### src/rtl/fpp_pkg.sv
package fpp_pkg;
  localparam int XLEN = 64;

  typedef enum logic [1:0] {FMT_H = 2'd0, FMT_S = 2'd1, FMT_D = 2'd2, FMT_B = 2'd3} fmt_e;
  typedef enum logic [1:0] {OP_ARITH = 2'd0, OP_SIGN = 2'd1, OP_MINMAX = 2'd2, OP_RSVD = 2'd3} opc_e;

  typedef struct packed {
    logic dn;
    logic fz;
    logic fz16;
    logic fiz;
    logic ah;
  } ctl_t;

  typedef struct packed {
    logic             nan;
    logic             snan;
    logic             sub;
    logic [XLEN-1:0]  raw;
    logic [XLEN-1:0]  zero;
    logic [XLEN-1:0]  quiet;
  } opnd_t;

  function automatic logic [XLEN-1:0] sgn_mask(fmt_e f);
    case (f)
      FMT_S:   return 64'h0000_0000_8000_0000;
      FMT_D:   return 64'h8000_0000_0000_0000;
      default: return 64'h0000_0000_0000_8000;
    endcase
  endfunction

  function automatic logic [XLEN-1:0] exp_mask(fmt_e f);
    case (f)
      FMT_H:   return 64'h0000_0000_0000_7C00;
      FMT_S:   return 64'h0000_0000_7F80_0000;
      FMT_D:   return 64'h7FF0_0000_0000_0000;
      default: return 64'h0000_0000_0000_7F80;
    endcase
  endfunction

  function automatic logic [XLEN-1:0] frac_mask(fmt_e f);
    case (f)
      FMT_H:   return 64'h0000_0000_0000_03FF;
      FMT_S:   return 64'h0000_0000_007F_FFFF;
      FMT_D:   return 64'h000F_FFFF_FFFF_FFFF;
      default: return 64'h0000_0000_0000_007F;
    endcase
  endfunction

  function automatic logic [XLEN-1:0] qbit_mask(fmt_e f);
    case (f)
      FMT_H:   return 64'h0000_0000_0000_0200;
      FMT_S:   return 64'h0000_0000_0040_0000;
      FMT_D:   return 64'h0008_0000_0000_0000;
      default: return 64'h0000_0000_0000_0040;
    endcase
  endfunction
endpackage

### src/rtl/fpp_classify.sv
module fpp_classify
  import fpp_pkg::*;
(
  input  fmt_e            fmt_i,
  input  logic [XLEN-1:0] val_i,
  output opnd_t           info_o
);
  logic [XLEN-1:0] sm, em, fm, qm, v;
  logic exp_ones, exp_zero, frac_nz, q_set;

  always_comb begin
    sm = sgn_mask(fmt_i);
    em = exp_mask(fmt_i);
    fm = frac_mask(fmt_i);
    qm = qbit_mask(fmt_i);
    v  = val_i & (sm | em | fm);  // drop bits above the format
    exp_ones = (v & em) == em;
    exp_zero = (v & em) == '0;
    frac_nz  = (v & fm) != '0;
    q_set    = (v & qm) != '0;
    info_o.nan   = exp_ones & frac_nz;
    info_o.snan  = exp_ones & frac_nz & ~q_set;
    info_o.sub   = exp_zero & frac_nz;
    info_o.raw   = v;
    info_o.zero  = v & sm;
    info_o.quiet = v | qm;
  end
endmodule

### src/rtl/fpp_flush.sv
module fpp_flush
  import fpp_pkg::*;
(
  input  fmt_e            fmt_i,
  input  opc_e            op_i,
  input  ctl_t            ctl_i,
  input  opnd_t           info_i,
  output logic [XLEN-1:0] val_o,
  output logic            idn_o
);
  logic exempt, sd, flush;

  always_comb begin
    exempt = (op_i == OP_SIGN);
    sd     = (fmt_i == FMT_S) || (fmt_i == FMT_D);
    case (fmt_i)
      FMT_H:   flush = ctl_i.fz16;
      FMT_B:   flush = ctl_i.fiz;
      default: flush = ctl_i.fiz | (ctl_i.fz & ~ctl_i.ah);
    endcase
    flush = flush & info_i.sub & ~exempt;
    val_o = flush ? info_i.zero : info_i.raw;
    idn_o = info_i.sub & ~exempt & sd &
            ((~ctl_i.ah & ctl_i.fz) | (ctl_i.ah & ~ctl_i.fiz));
  end
endmodule

### src/rtl/fpp_nan_pick.sv
module fpp_nan_pick
  import fpp_pkg::*;
(
  input  fmt_e            fmt_i,
  input  opc_e            op_i,
  input  ctl_t            ctl_i,
  input  logic            dual_i,
  input  opnd_t           a_i,
  input  opnd_t           b_i,
  output logic            hit_o,
  output logic [XLEN-1:0] res_o,
  output logic            inv_o
);
  logic act, na, nb, sa, sb, mm, use_dn, take_a;
  logic [XLEN-1:0] dnan;

  always_comb begin
    act = (op_i != OP_SIGN);
    mm  = (op_i == OP_MINMAX);
    na  = a_i.nan;
    nb  = dual_i & b_i.nan;
    sa  = a_i.snan;
    sb  = dual_i & b_i.snan;
    hit_o  = act & (na | nb);
    inv_o  = act & (sa | sb);
    use_dn = ctl_i.dn & ~(ctl_i.ah & mm);
    dnan   = exp_mask(fmt_i) | qbit_mask(fmt_i) | (ctl_i.ah ? sgn_mask(fmt_i) : '0);
    // positional choice under alternate handling, else signaling first then a first
    if (ctl_i.ah && !mm && na && nb) take_a = 1'b1;
    else if (sa)                     take_a = 1'b1;
    else if (sb)                     take_a = 1'b0;
    else                             take_a = na;
    if (!hit_o)      res_o = '0;
    else if (use_dn) res_o = dnan;
    else             res_o = take_a ? a_i.quiet : b_i.quiet;
  end
endmodule

### src/rtl/fpp_operand_cond.sv
module fpp_operand_cond
  import fpp_pkg::*;
(
  input  logic        clk_i,
  input  logic        rst_ni,
  input  logic        valid_i,
  input  logic [1:0]  fmt_i,
  input  logic [1:0]  op_i,
  input  logic        dual_i,
  input  logic [63:0] opa_i,
  input  logic [63:0] opb_i,
  input  logic        dn_i,
  input  logic        fz_i,
  input  logic        fz16_i,
  input  logic        fiz_i,
  input  logic        ah_i,
  output logic        valid_o,
  output logic [63:0] opa_o,
  output logic [63:0] opb_o,
  output logic        nan_hit_o,
  output logic [63:0] nan_res_o,
  output logic        inv_o,
  output logic        idn_o
);
  localparam int NOPS = 2;

  fmt_e fmt;
  opc_e opc;
  ctl_t ctl;
  assign fmt = fmt_e'(fmt_i);
  assign opc = opc_e'(op_i);
  assign ctl = '{dn: dn_i, fz: fz_i, fz16: fz16_i, fiz: fiz_i, ah: ah_i};

  logic [XLEN-1:0] src  [NOPS];
  logic [XLEN-1:0] cond [NOPS];
  opnd_t           info [NOPS];
  logic [NOPS-1:0] idn_v;
  logic [NOPS-1:0] use_v;
  assign src[0] = opa_i;
  assign src[1] = opb_i;
  assign use_v  = {dual_i, 1'b1};

  for (genvar g = 0; g < NOPS; g++) begin : g_opnd
    fpp_classify u_cls (
      .fmt_i (fmt),
      .val_i (src[g]),
      .info_o(info[g])
    );
    fpp_flush u_fl (
      .fmt_i (fmt),
      .op_i  (opc),
      .ctl_i (ctl),
      .info_i(info[g]),
      .val_o (cond[g]),
      .idn_o (idn_v[g])
    );
  end

  logic            hit_c, inv_c;
  logic [XLEN-1:0] res_c;

  fpp_nan_pick u_pick (
    .fmt_i (fmt),
    .op_i  (opc),
    .ctl_i (ctl),
    .dual_i(dual_i),
    .a_i   (info[0]),
    .b_i   (info[1]),
    .hit_o (hit_c),
    .res_o (res_c),
    .inv_o (inv_c)
  );

  fmt_e fmt_q;
  opc_e op_q;
  ctl_t ctl_q;

  always_ff @(posedge clk_i or negedge rst_ni) begin
    if (!rst_ni) begin
      valid_o   <= 1'b0;
      opa_o     <= '0;
      opb_o     <= '0;
      nan_hit_o <= 1'b0;
      nan_res_o <= '0;
      inv_o     <= 1'b0;
      idn_o     <= 1'b0;
      fmt_q     <= FMT_H;
      op_q      <= OP_ARITH;
      ctl_q     <= '0;
    end else begin
      valid_o   <= valid_i;
      opa_o     <= cond[0];
      opb_o     <= cond[1];
      nan_hit_o <= valid_i & hit_c;
      nan_res_o <= res_c;
      inv_o     <= valid_i & inv_c;
      idn_o     <= valid_i & |(idn_v & use_v);
      fmt_q     <= fmt;
      op_q      <= opc;
      ctl_q     <= ctl;
    end
  end

  assert_valid_follows_R1: assert property (@(posedge clk_i) disable iff (!rst_ni)
    valid_i |=> valid_o);
  assert_flags_need_valid_R1: assert property (@(posedge clk_i) disable iff (!rst_ni)
    !valid_o |-> !(nan_hit_o || inv_o || idn_o));
  assert_nan_is_quiet_R4: assert property (@(posedge clk_i) disable iff (!rst_ni)
    nan_hit_o |-> ((nan_res_o & exp_mask(fmt_q)) == exp_mask(fmt_q)) &&
                  ((nan_res_o & qbit_mask(fmt_q)) != '0));
  assert_dnan_sign_R3: assert property (@(posedge clk_i) disable iff (!rst_ni)
    nan_hit_o && ctl_q.dn && op_q != OP_MINMAX |->
      (((nan_res_o & sgn_mask(fmt_q)) != '0) == ctl_q.ah));
  assert_inv_needs_nan_R6: assert property (@(posedge clk_i) disable iff (!rst_ni)
    inv_o |-> nan_hit_o);
  assert_no_idn_narrow_R8: assert property (@(posedge clk_i) disable iff (!rst_ni)
    valid_o && (fmt_q == FMT_H || fmt_q == FMT_B) |-> !idn_o);
  assert_sign_op_passive_R10: assert property (@(posedge clk_i) disable iff (!rst_ni)
    valid_o && op_q == OP_SIGN |-> !nan_hit_o && !inv_o && !idn_o);
endmodule

### config.mk
export PLATFORM = sky130hd
export DESIGN_NAME = fpp_operand_cond
export DESIGN_NICKNAME = d
export VERILOG_FILES = /design/src/rtl/fpp_pkg.sv /design/src/rtl/fpp_classify.sv /design/src/rtl/fpp_flush.sv /design/src/rtl/fpp_nan_pick.sv /design/src/rtl/fpp_operand_cond.sv
export SDC_FILE = /design/constraint.sdc
export NUM_CORES = 1
export LEC_CHECK = 0
export BUFFER_PORTS_ARGS = -buffer_cell sky130_fd_sc_hd__buf_2
export CORE_MARGIN = 3
export CORE_UTILIZATION = 45
export CTS_CLUSTER_DIAMETER = 30
export DETAILED_ROUTE_END_ITERATION = 6
export PLACE_DENSITY_LB_ADDON = 0.1
export SYNTH_ARGS = -nofsm -noshare
export SYNTH_HDL_FRONTEND = slang
export SYNTH_HIERARCHICAL = 1
export SYNTH_SLANG_ARGS = --single-unit
### constraint.sdc
create_clock -name clk_i -period 0.8 [get_ports clk_i]
set_clock_uncertainty 0.1 [all_clocks]
set_input_delay 0.08 -clock clk_i [delete_from_list [all_inputs] [get_ports clk_i]]
set_output_delay 0.08 -clock clk_i [all_outputs]
set_load 0.005 [all_outputs]
==> metrics.md <==
| Metric | Value |
|---|---|
| RSZ-0062 raised after global routing | `yes` |
| Routability congestion estimate | `0.875` |
| PD cells | `1650 nW/um^2` |
| Worst hold path depth | `2` |
| HP Start | `opa_i[7]` |
| Final WL | `36900 um` |
| CTS Buf Count | `17` |
| GRT overflow | `0` |
| Sequential power share | `40.1%` |
| CP endpoint kind | `flip-flop` |
| Area of the die | `27900 sq um` |
| WHS | `-144 ps` |
| Hold Vio Cnt, Final | `83` |
| Layout cells sized above 1 | `56.0%` |
| Crit-path max FO | `6` |
| Comb pwr share | `27.8%` |
| IO buf count | `336` |
| Pins Over Slew Limit | `0` |
| Io pins | `337` |
| Psw | `8.13 mW` |
| Rel. slew slack | `49.5%` |
| Detailed Place HPWL | `27100 um` |
| WHS Endpoint | `opa_o[7]$_DFF_PN0_` |
| DRT Pass-1 Iters | `5` |
| Vias | `8874` |
| Synth Flop Type | `dfrtp_1` |
| CTS tree | `built` |
| Ys async rst share | `100%` |
| Clk slew on worst S/H paths | `80 ps` |
| Crit path DAT | `2890 ps` |
| Nets@finish | `1678` |
| FF+latch count, synth | `196` |
| Synth warn | `6` |
| CP Cell Sequence | `buf_2, or4_4, nor2_4, nand3_1, a221o_1, buf_4, and3_4, and4_4, a221oi_4, buf_6, buf_12, buf_12, nand2_1, a21oi_2` |
| Sequential element share of the synthesized area | `42.1%` |
| Syn Area/Cell | `10.5 sq um` |
| Avg WL per Cell | `19.8 um` |
| Initial antenna violation count | `2` |
| Worst setup startpoint | `opa_i[13]` |
| Remaining antenna violation count | `0` |
| Top-count cell post-synth | `buf_4` |
| Pint | `18.8 mW` |
| Worst-margin pin slew | `752 ps` |
| Max stage delay cell, worst path | `or4_4` |
| Setup CP Type | `in -> reg` |
| Leakage | `8.44 nW` |
| First-pass GRT wire length | `55400 um` |
| Post-synth EDFFs | `0` |
| Synth top area share | `42.1%` |
| Max cap viols | `0` |
| Area Overhead vs Synth | `39.7%` |
| Highest clock rate | `0.381 GHz` |
| Total core area | `25300 sq um` |
| Starting density of the core | `46.0%` |
| Clock Tree Buf Depth | `2` |
| M1 WL | `15700 um` |
| Finish-stage setup viols | `391` |
| DR WL met2 | `18000 um` |
| DR vias/cell | `4.77` |
| Synth top cells by count | `buf_4, dfrtp_1, nand2_1` |
| Delay of the slowest critical-path stage | `540 ps` |
| CTS sink count | `196` |
| Placed cells | `1766` |
| Gate count of the mapped netlist | `1111` |
| H-tree level count | `4` |
| Synth cell types | `49` |
| Rows | `58` |
| Die H | `167 um` |
| Cts hold-fix bufs | `7` |
| Syn Std Cell Area | `11700 sq um` |
| Startpoint types | `input pin` |
| Root Driver | `clkbuf_16` |
| Clk pwr share | `32.1%` |
| Crit path required time | `1070 ps` |
| Die W | `167 um` |
| Setup ws final | `-1820 ps` |
| CP most frequent cell | `buf_12` |
| Cell accounting for the most synthesized area | `dfrtp_1` |
| Met3 routed WL | `2410 um` |
| Finished Layout Cells | `1862` |
| Status | `finished with violations` |
| DR DRC count | `0` |
| Fin crit share | `328%` |
| Top post-synthesis cells by area | `dfrtp_1, buf_4, mux2_4` |
| Drt initial violations | `578` |
| GR Util All Layers | `26.1%` |
| Failing checks | `hold timing, setup timing` |
| Net Sw Frac | `30.1%` |
| Min-Delay Path Class | `in -> reg` |
| Largest net degree at the start of global routing | `39` |
| Min Clock Period, post-route | `2620 ps` |
| Highest routed layer | `met5` |
| Number of global-route vias before repair | `9224` |
| Worst vdd ir | `1410 uV` |
power groups by stage:
stage	Sequential, mW	Clock, mW	Combinational [mW]
final	10.8	8.65	7.50
after global routing	10.9	9.23	7.98
after CTS	10.8	8.79	7.27
after detailed placement	11.0	0	5.53
after global placement	11.0	0	5.48
after floorplan	11.0	0	3.39
worst max-delay path by stage:
stage | end
global route | nan_res_o[31]$_DFF_PN0_
detailed placement | opa_o[57]$_DFF_PN0_
global placement | opa_o[57]$_DFF_PN0_
CTS | nan_res_o[15]$_DFF_PN0_
finish | nan_res_o[3]$_DFF_PN0_
floorplan | nan_res_o[16]$_DFF_PN0_
layout by cell type, fill, tap and decap left out, types with 5 or more instances in the layout:
cell | netlist | final
and3_1 | 8 | 5
nand4_1 | 8 | 8
nand2_1 | 134 | 96
buf_12 | 0 | 32
and2_1 | 96 | 96
mux2_4 | 64 | 125
or2_2 | 6 | 6
nor4_1 | 15 | 6
buf_4 | 264 | 161
ha_1 | 19 | 15
o21ai_0 | 12 | 11
nand2_2 | 0 | 12
dfrtp_1 | 196 | 196
buf_16 | 0 | 12
a31oi_1 | 30 | 26
or4_4 | 2 | 5
a21oi_1 | 36 | 17
buf_8 | 0 | 8
nor4_4 | 0 | 9
inv_1 | 17 | 14
buf_6 | 19 | 54
nand3_1 | 10 | 8
a21oi_2 | 0 | 18
dlygate4sd3_1 | 0 | 7
nand2_4 | 0 | 25
nor2_1 | 10 | 8
conb_1 | 2 | 122
buf_2 | 9 | 311
clkbuf_16 | 0 | 17
nor2b_1 | 6 | 6
critical path: cells and delay by family:
family                 cells  cell delay, ps
buffers and inverters      5             640
and+or+nand+nor            6            1320
AOI/OAI and AO/OA          3             860
through the flow:
step / TNS, ps / cell area, sq um / util (%) / worst slack, ps / power, mW
floorplan: -304850 / 12300 / - / -1590 / 14.4
global placement: -488340 / 13700 / 54.1 / -2950 / 16.5
detailed placement: -480370 / 13700 / 54.1 / -2950 / 16.5
CTS: -367200 / 16000 / 63.3 / -1790 / 26.8
global route: -376110 / 16300 / 64.3 / -1870 / 28.1
finish: -361120 / 16300 / 64.3 / -1820 / 27.0
flip-flops by register name, indices dropped and copies added, names as in the netlist:
register	count
idn_o	1
inv_o	1
nan_hit_o	1
nan_res_o	64
opa_o	64
opb_o	64
valid_o	1
routing by layer:
layer | up-vias | GRT usage (%)
met2 | 325 | 43.5
met4 | 2 | 7.96
met1 | 4357 | 34.4
met3 | 39 | 5.58
met5 | - | 0
li1 | 4151 | -
what timing repair did:
| item | in CTS | in global routing |
|---|---|---|
| pin swaps | 44 | 32 |
| setup buffers | 40 | 12 |
| setup endpoints to repair | 391 | 391 |
| hold endpoints to repair | 304 | 80 |
| gates cloned | 13 | 0 |
| gates resized for setup | 225 | 57 |
cell type report:
type | count | area (sq um)
repair buffers | 587 | 4600
clock inverters | 13 | 140
inverters | 17 | 68.8
diodes | 1 | 2.50
multi-input cells | 699 | 5720
well taps | 330 | 413
fillers | 2084 | 9030
clock buffers | 19 | 443
flip-flops and latches | 196 | 4900
kinds of logic after synthesis:
family,count (synthesis),synth area share (%)
buffers and inverters,336,20.6
AND/OR/NAND/NOR,319,14.6
flip-flops,196,42.1
multiplexers,131,14.7
AO/OA/AOI/OAI,108,5.88
adder cells (fa/ha/maj),19,2.04
other,2,0.0644
Note: power is estimated with default switching activity, not from simulation.
